$ cat src/rtl/dlyrd_pkg.sv
// Package: shared constants, command codes and FSM state type for the
// delayed read capture unit. Assumes 4-bit command/byte-enable lanes.
package dlyrd_pkg;
    localparam int CBE_W = 4;

    localparam logic [CBE_W-1:0] CMD_MRD  = 4'b0110;
    localparam logic [CBE_W-1:0] CMD_MRDL = 4'b1110;
    localparam logic [CBE_W-1:0] CMD_MRDM = 4'b1100;

    typedef enum logic [2:0] {
        TS_IDLE,
        TS_CLAIM,
        TS_XFER,
        TS_HOLD,
        TS_SKIP
    } tgt_state_e;

    // True for any of the three memory read commands.
    function automatic logic is_mem_read(input logic [CBE_W-1:0] c);
        return (c == CMD_MRD) || (c == CMD_MRDL) || (c == CMD_MRDM);
    endfunction
endpackage

$ cat src/rtl/dlyrd_cmd_match.sv
// Command comparator: decides whether a repeated command equals the stored
// one. With ALIAS_SUPPORT set and alias_en_i high, all memory read commands
// are treated as one. Assumes both commands are already known to be reads
// when aliasing applies; purely combinational.
module dlyrd_cmd_match
    import dlyrd_pkg::*;
#(
    parameter bit ALIAS_SUPPORT = 1'b1
) (
    input  logic [CBE_W-1:0] stored_cmd_i,
    input  logic [CBE_W-1:0] new_cmd_i,
    input  logic             alias_en_i,
    output logic             hit_o
);
    logic exact_hit;

    // Plain equality of the two command codes.
    always_comb exact_hit = (stored_cmd_i == new_cmd_i);

    generate
        if (ALIAS_SUPPORT) begin : g_alias
            // Equality, or both reads with aliasing enabled.
            always_comb hit_o = exact_hit ||
                (alias_en_i && is_mem_read(stored_cmd_i) && is_mem_read(new_cmd_i));
        end else begin : g_exact
            logic unused_alias;
            // Aliasing not built: only exact equality counts.
            always_comb unused_alias = alias_en_i;
            always_comb hit_o = exact_hit;
        end
    endgenerate
endmodule

$ cat src/rtl/dlyrd_entry.sv
// Single delayed request holder: keeps address, command, byte enables and
// parity of one outstanding read. Loads only when empty (the caller must
// guarantee this), clears on retire. Pulses push_o one cycle after a load.
module dlyrd_entry
    import dlyrd_pkg::*;
#(
    parameter int ADDR_W = 32
) (
    input  logic              clk,
    input  logic              rst_n,
    input  logic              load_i,
    input  logic              retire_i,
    input  logic [ADDR_W-1:0] addr_i,
    input  logic [CBE_W-1:0]  cmd_i,
    input  logic [CBE_W-1:0]  be_i,
    input  logic              par_i,
    output logic              valid_o,
    output logic              push_o,
    output logic [ADDR_W-1:0] addr_o,
    output logic [CBE_W-1:0]  cmd_o,
    output logic [CBE_W-1:0]  be_o,
    output logic              par_o
);
    // Occupancy flag and push pulse.
    always_ff @(posedge clk) begin
        if (!rst_n) begin
            valid_o <= 1'b0;
            push_o  <= 1'b0;
        end else begin
            push_o <= load_i;
            if (load_i)        valid_o <= 1'b1;
            else if (retire_i) valid_o <= 1'b0;
        end
    end

    // Request fields, captured on load only.
    always_ff @(posedge clk) begin
        if (!rst_n) begin
            addr_o <= '0;
            cmd_o  <= '0;
            be_o   <= '0;
            par_o  <= 1'b0;
        end else if (load_i) begin
            addr_o <= addr_i;
            cmd_o  <= cmd_i;
            be_o   <= be_i;
            par_o  <= par_i;
        end
    end
endmodule

$ cat src/rtl/dlyrd_fsm.sv
// Target handshake sequencer. Detects the address phase (frame high, irdy
// low), claims memory reads, and at the first irdy cycle either stores a new
// request, serves data, or retries. Serves one word per irdy&rdq_valid cycle
// and disconnects with the last word. Assumes a well-behaved initiator that
// drops frame after a stop.
module dlyrd_fsm
    import dlyrd_pkg::*;
#(
    parameter int ADDR_W = 32
) (
    input  logic              clk,
    input  logic              rst_n,
    input  logic              frame_i,
    input  logic              irdy_i,
    input  logic [ADDR_W-1:0] ad_i,
    input  logic [CBE_W-1:0]  cbe_i,
    input  logic              par_i,
    input  logic              ent_busy_i,
    input  logic              ent_hit_i,
    input  logic              data_ready_i,
    input  logic              rdq_valid_i,
    input  logic              rdq_last_i,
    output logic [ADDR_W-1:0] ph_addr_o,
    output logic [CBE_W-1:0]  ph_cmd_o,
    output logic              ph_par_o,
    output logic              capture_o,
    output logic              retire_o,
    output logic              devsel_o,
    output logic              trdy_o,
    output logic              stop_o,
    output logic              rdq_pop_o
);
    tgt_state_e st_q, st_d;
    logic       addr_phase;
    logic       beat;

    // Address phase and data beat qualifiers.
    always_comb begin
        addr_phase = (st_q == TS_IDLE) && frame_i && !irdy_i;
        beat       = (st_q == TS_XFER) && irdy_i && rdq_valid_i;
    end

    // Next-state selection.
    always_comb begin
        st_d = st_q;
        unique case (st_q)
            TS_IDLE:  if (addr_phase) st_d = is_mem_read(cbe_i) ? TS_CLAIM : TS_SKIP;
            TS_CLAIM: begin
                if (irdy_i) begin
                    if (!ent_busy_i)                    st_d = TS_HOLD;
                    else if (ent_hit_i && data_ready_i) st_d = TS_XFER;
                    else                                st_d = TS_HOLD;
                end else if (!frame_i) begin
                    st_d = TS_IDLE;
                end
            end
            TS_XFER: begin
                if (beat && rdq_last_i)  st_d = TS_HOLD;
                else if (beat && !frame_i) st_d = TS_IDLE;
            end
            TS_HOLD:  if (!frame_i) st_d = TS_IDLE;
            TS_SKIP:  if (!frame_i && !irdy_i) st_d = TS_IDLE;
            default:  st_d = TS_IDLE;
        endcase
    end

    // State register.
    always_ff @(posedge clk) begin
        if (!rst_n) st_q <= TS_IDLE;
        else        st_q <= st_d;
    end

    // Address-phase capture of address, command and parity.
    always_ff @(posedge clk) begin
        if (!rst_n) begin
            ph_addr_o <= '0;
            ph_cmd_o  <= '0;
            ph_par_o  <= 1'b0;
        end else if (addr_phase) begin
            ph_addr_o <= ad_i;
            ph_cmd_o  <= cbe_i;
            ph_par_o  <= par_i;
        end
    end

    // Handshake and queue control outputs.
    always_comb begin
        capture_o = (st_q == TS_CLAIM) && irdy_i && !ent_busy_i;
        retire_o  = beat && rdq_last_i;
        rdq_pop_o = beat;
        devsel_o  = (st_q == TS_CLAIM) || (st_q == TS_XFER) || (st_q == TS_HOLD);
        trdy_o    = (st_q == TS_XFER) && rdq_valid_i;
        stop_o    = (st_q == TS_HOLD) || ((st_q == TS_XFER) && rdq_valid_i && rdq_last_i);
    end
endmodule

$ cat src/rtl/dlyrd_target.sv
// Delayed read capture unit top. Ties the handshake sequencer, the single
// request holder and the command comparator together, qualifies data
// readiness from completion, queue head and ordering inputs, and muxes read
// data onto the bus. Assumes the read data queue presents words in order.
module dlyrd_target
    import dlyrd_pkg::*;
#(
    parameter int ADDR_W        = 32,
    parameter bit ALIAS_SUPPORT = 1'b1
) (
    input  logic              clk,
    input  logic              rst_n,
    input  logic              alias_en_i,
    input  logic              frame_i,
    input  logic              irdy_i,
    input  logic [ADDR_W-1:0] ad_i,
    input  logic [3:0]        cbe_i,
    input  logic              par_i,
    output logic              devsel_o,
    output logic              trdy_o,
    output logic              stop_o,
    output logic [ADDR_W-1:0] ad_o,
    output logic              req_push_o,
    output logic              req_pending_o,
    output logic [ADDR_W-1:0] req_addr_o,
    output logic [3:0]        req_cmd_o,
    output logic [3:0]        req_be_o,
    output logic              req_par_o,
    input  logic              cpl_done_i,
    input  logic              order_ok_i,
    input  logic              rdq_valid_i,
    input  logic [ADDR_W-1:0] rdq_data_i,
    input  logic              rdq_last_i,
    output logic              rdq_pop_o,
    output logic              dtq_retire_o
);
    logic [ADDR_W-1:0] ph_addr;
    logic [CBE_W-1:0]  ph_cmd;
    logic              ph_par;
    logic              capture;
    logic              cmd_hit;
    logic              ent_hit;
    logic              data_ready;

    // Match and readiness qualification for a repeated attempt.
    always_comb begin
        ent_hit    = req_pending_o && (req_addr_o == ph_addr) && cmd_hit;
        data_ready = cpl_done_i && rdq_valid_i && order_ok_i;
    end

    // Read data onto the bus only while target-ready.
    always_comb ad_o = trdy_o ? rdq_data_i : '0;

    dlyrd_cmd_match #(.ALIAS_SUPPORT(ALIAS_SUPPORT)) u_match (
        .stored_cmd_i (req_cmd_o),
        .new_cmd_i    (ph_cmd),
        .alias_en_i   (alias_en_i),
        .hit_o        (cmd_hit)
    );

    dlyrd_entry #(.ADDR_W(ADDR_W)) u_entry (
        .clk      (clk),
        .rst_n    (rst_n),
        .load_i   (capture),
        .retire_i (dtq_retire_o),
        .addr_i   (ph_addr),
        .cmd_i    (ph_cmd),
        .be_i     (cbe_i),
        .par_i    (ph_par),
        .valid_o  (req_pending_o),
        .push_o   (req_push_o),
        .addr_o   (req_addr_o),
        .cmd_o    (req_cmd_o),
        .be_o     (req_be_o),
        .par_o    (req_par_o)
    );

    dlyrd_fsm #(.ADDR_W(ADDR_W)) u_fsm (
        .clk          (clk),
        .rst_n        (rst_n),
        .frame_i      (frame_i),
        .irdy_i       (irdy_i),
        .ad_i         (ad_i),
        .cbe_i        (cbe_i),
        .par_i        (par_i),
        .ent_busy_i   (req_pending_o),
        .ent_hit_i    (ent_hit),
        .data_ready_i (data_ready),
        .rdq_valid_i  (rdq_valid_i),
        .rdq_last_i   (rdq_last_i),
        .ph_addr_o    (ph_addr),
        .ph_cmd_o     (ph_cmd),
        .ph_par_o     (ph_par),
        .capture_o    (capture),
        .retire_o     (dtq_retire_o),
        .devsel_o     (devsel_o),
        .trdy_o       (trdy_o),
        .stop_o       (stop_o),
        .rdq_pop_o    (rdq_pop_o)
    );
endmodule

$ cat config.mk
export PLATFORM = sky130hd
export DESIGN_NAME = dlyrd_target
export DESIGN_NICKNAME = d
export VERILOG_FILES = /design/src/rtl/dlyrd_pkg.sv /design/src/rtl/dlyrd_cmd_match.sv /design/src/rtl/dlyrd_entry.sv /design/src/rtl/dlyrd_fsm.sv /design/src/rtl/dlyrd_target.sv
export SDC_FILE = /design/constraint.sdc
export NUM_CORES = 1
export LEC_CHECK = 0
export BUFFER_PORTS_ARGS = -buffer_cell sky130_fd_sc_hd__buf_2
export CAP_MARGIN = 15
export CORE_ASPECT_RATIO = 0.7
export CORE_MARGIN = 10
export CORE_UTILIZATION = 50
export DETAILED_ROUTE_END_ITERATION = 12
export GPL_ROUTABILITY_DRIVEN = 0
export MAX_ROUTING_LAYER = met4
export PLACE_DENSITY = 0.83
export RECOVER_POWER = 100
export REMOVE_ABC_BUFFERS = 1
export SETUP_SLACK_MARGIN = 0.4
export SLEW_MARGIN = 20
export SYNTH_ARGS = -nofsm -noshare
export SYNTH_HDL_FRONTEND = slang
export SYNTH_SLANG_ARGS = --single-unit
$ cat constraint.sdc
create_clock -name clk -period 3.33 [get_ports clk]
set_input_delay 0.1665 -clock clk [delete_from_list [all_inputs] [get_ports clk]]
set_output_delay 0.1665 -clock clk [all_outputs]
set_load 0.03 [all_outputs]
== Yosys cells after proc, flatten, opt, wreduce, memory -nomap -nowiden ==
Index checks and enable logic that the tools add are counted.

* Register bits: 83
* Bits of input ports: 78
* Output and inout port bits: 80
* Logic and storage cells: 75

* Equality and inequality tests: 18
* Mux-type cells: 13
* Reductions and logical operators: 34

{| class="wikitable"
|+ Operators with widths
! kind !! number
|-
| $eq A32 B32 Y1 || 1
|-
| $mux W32 || 1
|-
| $eq A4 B4 Y1 const B || 6
|-
| $mux W3 || 8
|-
| $logic_and A1 B1 Y1 || 18
|-
| $pmux W3 S5 || 1
|-
| $eq A4 B3 Y1 const B || 3
|-
| $logic_or A1 B1 Y1 || 10
|-
| $eq A3 B2 Y1 const B || 2
|-
| $eq A4 B4 Y1 || 1
|-
| $ne A2 B1 Y1 const B || 2
|-
| $eq A3 B1 Y1 const B || 1
|-
| $eq A3 B3 Y1 const B || 1
|-
| $logic_not A1 Y1 || 3
|-
| $logic_not A3 Y1 || 1
|-
| $mux W1 || 3
|-
| $ne A3 B2 Y1 const B || 1
|-
| $reduce_and A3 Y1 || 1
|-
| $reduce_bool A2 Y1 || 1
|}

== Depth between registers and ports, before layout ==
* Word-level depth: 12
* Mapped depth: 8
* Mapped depth without buffers: 5

== Modules after synthesis ==
Synthesis repeated with hierarchy kept, for this count alone.

* Cell total of the unflattened synthesis: 433
* Area, all modules: 4149.0 um^2

{| class="wikitable"
|+ Modules (own cells, without submodules)
! module !! instances !! cells an instance !! area an instance (um^2) !! sequential area each (um^2)
|-
| dlyrd_fsm || 1 || 207 || 1855.5 || 800.8
|-
| dlyrd_entry || 1 || 137 || 1654.1 || 860.8
|-
| dlyrd_target || 1 || 80 || 575.6 || 0.0
|-
| dlyrd_cmd_match || 1 || 9 || 63.8 || 0.0
|}

== Least setup slack after synthesis ==
OpenSTA, ideal clock, no wires.

* Path kind: register -> output
* From: register u_fsm.st_q[0]
* To: output port ad_o[23]
* Arrival time: 1.579 ns
* Required time: 3.164 ns
* Path slack: 1.585 ns
* Cell stages (with the launch flop): 5
* Path buffers: 2
* Cells stage by stage: dfxtp_1 -> buf_4 -> and4bb_2 -> clkbuf_1 -> and2_1

* Word-level cells in the longest chain between the ends: 3

{| class="wikitable"
|+ Ends and longest elaborated chain
! element !! line !! source
|-
| start, declared || dlyrd_fsm.sv:33 || <nowiki>tgt_state_e st_q, st_d;</nowiki>
|-
| start signal, assigned || dlyrd_fsm.sv:70 || <nowiki>else st_q <= st_d;</nowiki>
|-
| $eq A3 B2 Y1 || dlyrd_fsm.sv:92 || <nowiki>trdy_o = (st_q == TS_XFER) && rdq_valid_i;</nowiki>
|-
| $logic_and A1 B1 Y1 || dlyrd_fsm.sv:92 ||
|-
| via trdy_o || dlyrd_target.sv:20 || <nowiki>output logic trdy_o,</nowiki>
|-
| $mux W32 || dlyrd_target.sv:52 || <nowiki>always_comb ad_o = trdy_o ? rdq_data_i : '0;</nowiki>
|-
| end, declared || dlyrd_target.sv:22 || <nowiki>output logic [ADDR_W-1:0] ad_o,</nowiki>
|}

The timed path passes the listed nets, and every way through them passes these cells.

== Worst setup path in the final report ==
* From: register u_fsm.st_q[0]
* To: register u_entry.cmd_o[1]

* Word-level cells in the longest chain between the ends: 3

{| class="wikitable"
|+ Ends and longest elaborated chain
! element !! line !! source
|-
| $eq A3 B1 Y1 || dlyrd_fsm.sv:88 || <nowiki>capture_o = (st_q == TS_CLAIM) && irdy_i && !ent_busy_i;</nowiki>
|-
| $logic_and A1 B1 Y1 (2 in a row) || dlyrd_fsm.sv:88 ||
|-
| end signal, assigned || dlyrd_entry.sv:45 || <nowiki>cmd_o <= cmd_i;</nowiki>
|-
| end, declared || dlyrd_entry.sv:20 || <nowiki>output logic [CBE_W-1:0] cmd_o,</nowiki>
|}

Every way passes these cells.
A chain may end at the register's enable or synchronous reset.

==> impl_metrics.json <==
{
  "vdd_drop_max_v": 0.000247,
  "p_sw_uw": 467,
  "nets": 694,
  "cp.arrival_ns": 2.91,
  "syn_to_final_growth_pct": 23.9,
  "cp_max_fo": 25,
  "ys_seq_area_share_pct": 44.4,
  "worstSetupPathType": "flop to flop",
  "outcome": "finished with violations",
  "synthCells": 473,
  "max_slew_margin_pct": -4.78,
  "root_buffer": "clkbuf_8",
  "first_pass_iters": 4,
  "synth_area_per_cell_sq_um": 7.92,
  "dr_total_vias": 3629,
  "wirelength_um": 11200,
  "synth.distinct_cells": 38,
  "finalSetupViolCount": 0,
  "hold_start": "ad_i[23]",
  "rsz0062_at_grt": "false",
  "critPathLaunchType": "flop",
  "rows": 26,
  "grt_pass1_wl_um": 17800,
  "netlist_area_sq_um": 3750,
  "die_h_um": 92.4,
  "cts.sinks": 83,
  "setup.worst_path.end_class": "flop",
  "tightestPinTransition_ns": 1.57,
  "via_per_inst": 5.05,
  "drtIter0Drc": 312,
  "final_layout_size_suffix_gt1_share_pct": 20.1,
  "grt_pass1_vias": 3614,
  "cts_setup_buffers": 0,
  "post-route-cell-area_sq_um": 4640,
  "ctsResizeCount": 0,
  "ant_nets": 0,
  "finalCriticalPeriod_ns": 2.65,
  "reg2reg_from": "u_fsm.st_q[0]",
  "cts_hold_buffers": 0,
  "core_area_sq_um": 7290,
  "post-route-drc-count": 0,
  "violations": "capacitance limit, slew limit",
  "insertedDiodeCount": 0,
  "dp_hpwl_um": 8080,
  "finalHoldViolCount": 0,
  "cts.clk_slew.worst_paths_ns": 0.08,
  "wire_per_inst_um": 15.6,
  "intPower_mw": 1.55,
  "power_density_nw_per_um2": 435,
  "worstPathRequired_ns": 3.59,
  "p_clk_share_pct": 40.2,
  "io_pins": 158,
  "clk-insertion-delay-late_ns": 0.34,
  "slew_violations": 38,
  "gr-total-overflow": 0,
  "p_leak_nw": 1.96,
  "initial_core_util_pct": 51.4,
  "startpoint": "u_fsm.st_q[0]",
  "die_area_sq_um": 11400,
  "grt_max_degree": 81,
  "layout_commonest_cell": "nand2_1",
  "ys_ff_latch": 83,
  "die_w_um": 123,
  "dp.cells": 703,
  "combPwrFrac_pct": 8.3,
  "antenna_found_initial": 0,
  "setup_tns_ns": 0,
  "clk_path_buf_depth": 2,
  "total_power_mw": 2.02,
  "fin_util_pct": 63.7,
  "synth_warnings": 0,
  "htreeDepth": 3,
  "max_freq_mhz": 378,
  "place_area_sq_um": 4500,
  "sequentialPowerShare_pct": 51.5,
  "final_cell_mix": "149 x nand2_1, 91 x buf_2, 83 x dfxtp_1, 81 x a21oi_1, 68 x clkbuf_1",
  "timing.clock.skew_ns": 0.00811,
  "cts_buffers": 9,
  "cts_tree": "done",
  "swShare_pct": 23.1,
  "fin_cells": 719,
  "grtUsageTotal_pct": 19.4,
  "port-buffer-count": 157,
  "hold_path_class": "input port to flop",
  "drv_cap": 1,
  "min_period_over_period_pct": 79.5
}
## sequential cells by signal, summed over array words and instances (netlist names)
register,count
u_fsm.ph_par_o,1
u_fsm.ph_cmd_o,4
u_entry.par_o,1
u_entry.valid_o,1
u_fsm.ph_addr_o,32
u_entry.addr_o,32
u_entry.push_o,1
u_entry.cmd_o,4
u_fsm.st_q,3
u_entry.be_o,4
## power by group through the flow
| stage | clock network (mW) | registers (mW) | logic, mW |
|---|---|---|---|
| CTS | 0.821 | 1.04 | 0.168 |
| finish | 0.811 | 1.04 | 0.167 |
| global placement | 0 | 1.06 | 0.163 |
| floorplan | 0 | 1.06 | 0.0865 |
| global route | 0.860 | 1.04 | 0.187 |
| detailed placement | 0 | 1.06 | 0.167 |
## per-layer routing
layer | GRT usage [%] | wire length (um)
met4 | 3.38 | 70
met3 | 5.46 | 726
met1 | 24.2 | 5040
met5 | - | 0
met2 | 31.0 | 5370
## cells in the mapped netlist
master / number / area [sq um]
nand2b_1: 4 / 25.0
a31oi_1: 1 / 6.26
buf_4: 1 / 7.51
a21oi_1: 81 / 405
nand4_1: 1 / 6.26
nor4_4: 1 / 21.3
o41a_1: 1 / 11.3
a22o_1: 1 / 8.76
o22ai_1: 1 / 6.26
o2111ai_1: 1 / 8.76
nand2_2: 10 / 62.6
buf_2: 8 / 40.0
or3_1: 1 / 6.26
inv_2: 2 / 7.51
xnor2_1: 2 / 17.5
nand3b_1: 1 / 7.51
xor2_1: 34 / 298
inv_1: 1 / 3.75
nor4_1: 11 / 68.8
nor3b_1: 1 / 7.51
dfxtp_1: 83 / 1660
or3b_1: 1 / 8.76
o21ai_0: 1 / 5.00
o21bai_1: 1 / 7.51
nor3_2: 1 / 10.0
and2_1: 33 / 206
or4_4: 1 / 11.3
clkbuf_1: 12 / 45.0
a21boi_0: 1 / 7.51
nor2_1: 7 / 26.3
and4bb_2: 1 / 12.5
nand3_1: 4 / 20.0
a2111oi_0: 1 / 8.76
o21ai_1: 2 / 10.0
nand2b_4: 1 / 13.8
nand2_1: 149 / 559
nor3_1: 1 / 5.00
buf_6: 9 / 101
## kinds of logic after synthesis
logic type,Yosys count,synth area share (%)
AO/OA/AOI/OAI,92,13.0
XOR/XNOR,36,8.42
buffers and inverters,33,5.48
flip-flops,83,44.4
AND/OR/NAND/NOR,229,28.8
## worst max-delay path, cell delays in order (launching register included)
cell and delay [ns]:
dfxtp_1 0.52, nand2_1 0.20, nor3_4 0.63, clkbuf_1 0.90
nand2_1 0.12, a21oi_1 0.20
## final cells by class
cell class	instances	area (sq um)
clock buffers	12	155
clock inverters	4	72.6
fillers	677	2650
inverters	3	11.3
multi-input cells	357	1880
flip-flops and latches	83	1660
well taps	98	123
repair buffers	162	737
## worst paths after layout
check | end | slack (ns) | cells after the start
hold / removal | u_fsm.ph_addr_o[23] | 0.05 | 3
hold reg to reg | u_entry.be_o[2] | 0.46 | 2
setup / recovery | u_entry.cmd_o[1] | 0.68 | 5
setup reg to reg | u_entry.cmd_o[1] | 0.68 | 5
## stage by stage
step	hold WS, ns	setup slack (ns)
after global routing	0.0457	0.459
after CTS	0.0389	1.05
after floorplan	0.299	1.15
after detailed placement	0.412	1.30
final	0.0502	0.682
after global placement	0.407	1.37
Note: power is estimated with default switching activity, not from simulation.
